--- src/rtl/ithread_fifo_cell.sv ---
module ithread_fifo_cell #(
  parameter int DEPTH = 8,
  parameter int DW    = 64,
  parameter int NREQ  = 8,
  parameter int AW    = 12,
  localparam int PW   = $clog2(DEPTH),
  localparam int CW   = PW + 1,
  localparam int IDW  = (NREQ > 1) ? $clog2(NREQ) : 1
) (
  input  logic            clk,
  input  logic            rst_n,
  input  logic            req_valid,
  input  logic            req_write,
  input  logic [AW-1:0]   req_addr,
  input  logic [DW-1:0]   req_wdata,
  input  logic [IDW-1:0]  req_id,
  output logic            rsp_valid,
  output logic [DW-1:0]   rsp_rdata,
  output logic            rsp_stall,
  output logic [IDW-1:0]  rsp_stall_id,
  output logic [NREQ-1:0] wake_vec
);

  logic [DW-1:0]   mem [DEPTH];
  logic [PW-1:0]   head;
  logic [CW-1:0]   count;
  logic            tag_e, tag_f, tag_t;
  logic [NREQ-1:0] parked;

  wire [3:0]    view     = req_addr[6:3];
  wire          is_ef    = (view == 4'd2) || (view == 4'd3);
  wire          blocking = (view == 4'd2);
  wire          stall    = req_valid && is_ef && blocking &&
                           (req_write ? tag_f : tag_e);
  wire          ef_go    = req_valid && is_ef && !stall;
  wire          do_pop   = ef_go && !req_write && (count != '0);
  wire          do_push  = ef_go && req_write && (count < CW'(DEPTH));
  wire [PW-1:0] tail     = head + count[PW-1:0];
  wire [PW-1:0] newest   = tail - PW'(1);
  wire [NREQ-1:0] id_bit = NREQ'(1) << req_id;

  logic [DW-1:0] ctl_word, rd_val;
  always_comb begin
    ctl_word        = '0;
    ctl_word[31:28] = 4'(PW);
    ctl_word[27:18] = 10'(count);
    ctl_word[17]    = 1'b1;
    ctl_word[16]    = tag_t;
    ctl_word[1]     = tag_f;
    ctl_word[0]     = tag_e;
    rd_val = '0;
    if (!req_write) begin
      case (view)
        4'd0:         rd_val = mem[head];
        4'd1:         rd_val = ctl_word;
        4'd2, 4'd3:   rd_val = do_pop ? mem[head] : '0;
        4'd4, 4'd5:   rd_val = '0;
        default:      rd_val = '1;
      endcase
    end
  end

  always_ff @(posedge clk) begin
    if (do_push) mem[tail] <= req_wdata;
    else if (req_valid && req_write && view == 4'd0 && count != '0)
      mem[newest] <= req_wdata;
  end

  always_ff @(posedge clk) begin
    if (!rst_n) begin
      head <= '0; count <= '0;
      tag_e <= 1'b1; tag_f <= 1'b0; tag_t <= 1'b0;
      parked <= '0; wake_vec <= '0;
      rsp_valid <= 1'b0; rsp_rdata <= '0; rsp_stall <= 1'b0; rsp_stall_id <= '0;
    end else begin
      rsp_valid    <= req_valid;
      rsp_rdata    <= req_valid ? rd_val : '0;
      rsp_stall    <= stall;
      rsp_stall_id <= stall ? req_id : '0;
      wake_vec     <= '0;
      if (req_valid && view == 4'd1 && req_write) begin
        tag_t <= req_wdata[16];
        tag_e <= req_wdata[0];
        tag_f <= req_wdata[1];
        if (req_wdata[0]) count <= '0;
      end
      if (req_valid && is_ef) begin
        if (req_write) tag_e <= 1'b0;
        else           tag_f <= 1'b0;
        if (stall) parked <= parked | id_bit;
        else begin
          wake_vec <= parked;
          parked   <= '0;
          if (req_write) begin
            if (do_push) count <= count + CW'(1);
            tag_f <= (count >= CW'(DEPTH - 1));
          end else begin
            if (do_pop) begin
              head  <= head + PW'(1);
              count <= count - CW'(1);
            end
            tag_e <= (count <= CW'(1));
          end
        end
      end
    end
  end

  p_count_bound_r3: assert property (@(posedge clk) disable iff (!rst_n)
    count <= CW'(DEPTH));
  p_empty_flag_r4: assert property (@(posedge clk) disable iff (!rst_n)
    (do_pop && count == CW'(1)) |=> tag_e);
  p_stall_no_wake_r5: assert property (@(posedge clk) disable iff (!rst_n)
    rsp_stall |-> (wake_vec == '0));
  p_stall_id_r6: assert property (@(posedge clk) disable iff (!rst_n)
    (stall && rsp_valid == rsp_valid) |=> (rsp_stall && rsp_stall_id == $past(req_id)));
  p_wake_pulse_r7: assert property (@(posedge clk) disable iff (!rst_n)
    (wake_vec != '0) |=> (wake_vec == '0));
  p_pv_inert_r11: assert property (@(posedge clk) disable iff (!rst_n)
    (req_valid && (view == 4'd4 || view == 4'd5)) |=>
      ($stable(count) && $stable(head) && $stable(parked)));

endmodule

--- config.mk ---
export PLATFORM = sky130hd
export DESIGN_NAME = ithread_fifo_cell
export DESIGN_NICKNAME = d
export VERILOG_FILES = /design/src/rtl/ithread_fifo_cell.sv
export SDC_FILE = /design/constraint.sdc
export NUM_CORES = 1
export LEC_CHECK = 0
export ABC_AREA = 1
export BUFFER_PORTS_ARGS = -buffer_cell sky130_fd_sc_hd__buf_4
export CAP_MARGIN = 25
export CORE_ASPECT_RATIO = 1.25
export CORE_MARGIN = 2
export CORE_UTILIZATION = 44
export CTS_CLUSTER_SIZE = 24
export DETAILED_ROUTE_END_ITERATION = 10
export GPL_ROUTABILITY_DRIVEN = 1
export MAX_ROUTING_LAYER = met4
export PLACE_DENSITY = 0.66
export SYNTH_ARGS = -nofsm -noshare
export SYNTH_HDL_FRONTEND = slang
export SYNTH_SLANG_ARGS = --single-unit
--- constraint.sdc ---
create_clock -name clk -period 4.7 [get_ports clk]
set_clock_uncertainty 0.2 [all_clocks]
set_input_delay 0.235 -clock clk [delete_from_list [all_inputs] [get_ports clk]]
set_output_delay 0.235 -clock clk [all_outputs]
set_load 0.03 [all_outputs]
==> flow_metrics.py <==
metrics = {
    "status": {
        "status": "completed",
    },
    "synth": {
        "syn-num-nets": 2767,
        "netlist_area_mm2": 0.0259,
        "synth_common_cells": "nand2_1, inv_1, edfxtp_1, nand3_1, dfxtp_1",
        "yosysMostFrequentCell": "nand2_1",
        "avgSynthCellArea_um2": 9.66,
        "yosysTopAreaCellShare": 0.595,
        "synthDistinctLibCells": 28,
        "ys_seq_area_frac": 0.670,
        "ys_warn_count": 0,
        "netlist_instances": 2677,
        "ys_ff_latch": 610,
        "synthFlopType": "edfxtp_1",
        "synth-edff-count": 512,
        "yosysTopAreaCell": "edfxtp_1",
        "synth_area_leaders": "edfxtp_1, nand2_1, inv_1",
        "async_flop_share": 0,
    },
    "cts": {
        "cts_sinks": 610,
        "cts_tree": "done",
        "cts_root_buf": "clkbuf_16",
        "path_clk_slew_ns": 0.06,
        "clockBufferDepth": 3,
        "cts_made_buffers": 58,
        "post-cts-setup-buffers": 0,
        "h-tree-depth": 2,
        "clock_latency_ns": 0.62,
    },
    "die": {
        "pin_count": 160,
        "start_util": 0.444,
        "die_w_um": 221,
        "core-area_mm2": 0.0582,
        "row_count": 99,
        "die_h_um": 275,
        "die_area_mm2": 0.0607,
    },
    "grt": {
        "grt_max_degree": 122,
        "grt_use_total": 0.208,
        "gr-usage-met1": 0.251,
        "grt.busiest_layer": "met2",
        "antenna_found_initial": 4,
        "gr-total-overflow": 0,
        "use_met2": 0.358,
        "grt_pass1_wl_mm": 96.5,
        "grt_pass1_vias": 18071,
        "use_met3": 0.0314,
    },
    "detailed_routing": {
        "ant_nets": 0,
        "drt_iter0_markers": 1370,
        "via_per_inst": 4.95,
        "dr.pass1.iters": 7,
        "num_vias": 18268,
        "wl_mm": 62.2,
        "avgRoutedWirePerCell_um": 16.9,
        "drc_errors": 0,
    },
    "sta": {
        "final-hold-violation-count": 0,
        "tightest_slew_ns": 1.04,
        "finalSetupViolCount": 0,
        "fmax_ghz": 0.296,
        "whs_ns": 0.193,
        "min_period_ns": 3.38,
        "period_share": 0.719,
        "rsz0062_at_grt": "no",
        "slew_viol_final": 0,
        "slew_headroom": 0.304,
    },
    "worst_setup_path": {
        "cp_top_family": "adder cells",
        "end_kind": "register",
        "critical_path_required_ns": 4.79,
        "crit_path_start_kind": "register",
        "path_cells": "ha_1 -> inv_1 -> fa_1 -> ha_1 -> nand2_1 -> o21ai_0 -> nand3_1 -> nor2_4 -> buf_12",
        "path_max_fanout": 23,
        "crit_buf_inv": 2,
        "critPathLaunch": "count[0]",
        "critPathArrivalTime_ns": 3.47,
        "r2r-start": "count[0]",
        "critPathMaxStageDelay_ns": 0.67,
        "crit_top_cell": "ha_1",
        "cp_slowest_cell": "nor2_4",
        "criticalPathCategory": "reg2reg",
    },
    "power": {
        "power.share.sequential": 0.538,
        "sw_frac_of_total": 0.209,
        "comb_power_share": 0.042,
        "leakage_nw": 13.7,
        "p_per_area_mw_per_mm2": 359,
        "p_sw_w": 0.00230,
        "intPower_w": 0.00868,
        "vdd.ir_drop.worst_mv": 0.268,
        "p_clk_frac": 0.421,
    },
    "placed_design": {
        "gp_congestion": 0.881,
        "dp_cells": 3491,
        "place_hpwl_mm": 33.8,
        "numPortBuffers": 151,
    },
    "hold_path": {
        "hp-class": "in2reg",
        "hold_start": "req_wdata[3]",
    },
    "run": {
        "cap_violations": 0,
    },
    "final_layout": {
        "drive_gt1_frac": 0.104,
        "fin_cells": 3687,
        "syn_to_final_growth_pct": 18.3,
        "fin_nets": 2965,
    },
}
power by group through the flow:
stage                     clock network (W)  logic (W)  registers, W
final                               0.00462   0.000457       0.00590
after global routing                0.00490   0.000498       0.00590
after CTS                           0.00470   0.000456       0.00590
after detailed placement                  0   0.000398       0.00602
after global placement                    0   0.000385       0.00602
after floorplan                           0   0.000159       0.00606
routing by layer:
layer | part of all wire | up-vias
met3 | 0.063 | 124
met2 | 0.50 | 574
met5 | 0 | -
met4 | 0.026 | 0
met1 | 0.41 | 8772
li1 | - | 8798
final cells by class:
type	instances	area, um^2
well taps	757	947
repair buffers	262	2290
clock inverters	30	230
flip-flops and latches	610	17300
fillers	4996	27600
clock buffers	80	1690
multi-input cells	1385	5970
diodes	5	12.5
inverters	558	2100
placed cells by master, fill, tap and decap left out, types with 2 or more instances in the layout:
master         Yosys  final
nand2_1          877    876
inv_1            555    553
edfxtp_1         512    512
nand3_1          331    331
buf_4              0    174
dfxtp_1           98     95
dlygate4sd3_1      0     80
a21oi_1           79     78
clkbuf_16          0     61
nor2_1            53     45
o21ai_0           17     17
clkinv_2           0     16
clkbuf_1          65     10
clkbuf_8           0      9
nor2_4             0      8
inv_6              0      6
ha_1               6      6
diode_2            0      5
buf_12             0      5
inv_2              3      3
xnor2_1            3      3
nand4_1            3      3
clkinv_1           0      3
buf_16             0      3
a21oi_4            0      2
nand2_2            1      2
nor3_1             2      2
nand3b_1           2      2
nor2_2             2      2
nand2_4            2      2
dfxtp_4            0      2
bufinv_16          0      2
flip-flops by register name (all words and copies together), names as in the netlist, named ones only:
register      flops
mem             512
rsp_rdata        64
parked            8
wake_vec          8
count             4
head              3
rsp_stall_id      3
rsp_stall         1
rsp_valid         1
tag_e             1
tag_f             1
tag_t             1
kinds of logic (layout without fill, tap and decap cells):
logic type,Yosys count,after routing,share of synthesized area
xor+xnor,4,4,0.00135
buf+inv,682,930,0.102
flops,610,610,0.670
simple gates,1274,1274,0.203
compound gates,100,100,0.0196
fa+ha+maj,7,7,0.00368
other cells,0,5,0
per-stage QoR:
stage               power (W)  instance area, um^2  utilization  setup TNS (ns)  setup slack, ns
floorplan             0.00622                25900            -          -40.20           -0.314
global placement      0.00640                27800        0.477               0             1.40
detailed placement    0.00642                27800        0.478               0             1.35
CTS                    0.0111                30500        0.525               0             1.32
global route           0.0113                30600        0.525               0             1.19
finish                 0.0110                30600        0.525               0             1.32
repair_timing:
item                                   4_1_cts  5_1_grt
hold buffers                                80        0
resized for setup                            0        0
endpoints found under the hold margin      559        0
worst paths after layout:
| check | end | slack [ns] | cells after the start |
|---|---|---|---|
| min reg2reg | wake_vec[2] | 0.23 | 2 |
| min | mem[1][3] | 0.19 | 2 |
| max | mem[4][24] | 1.32 | 9 |
| max reg2reg | mem[4][24] | 1.32 | 9 |
Note: power is estimated with default switching activity, not from simulation.
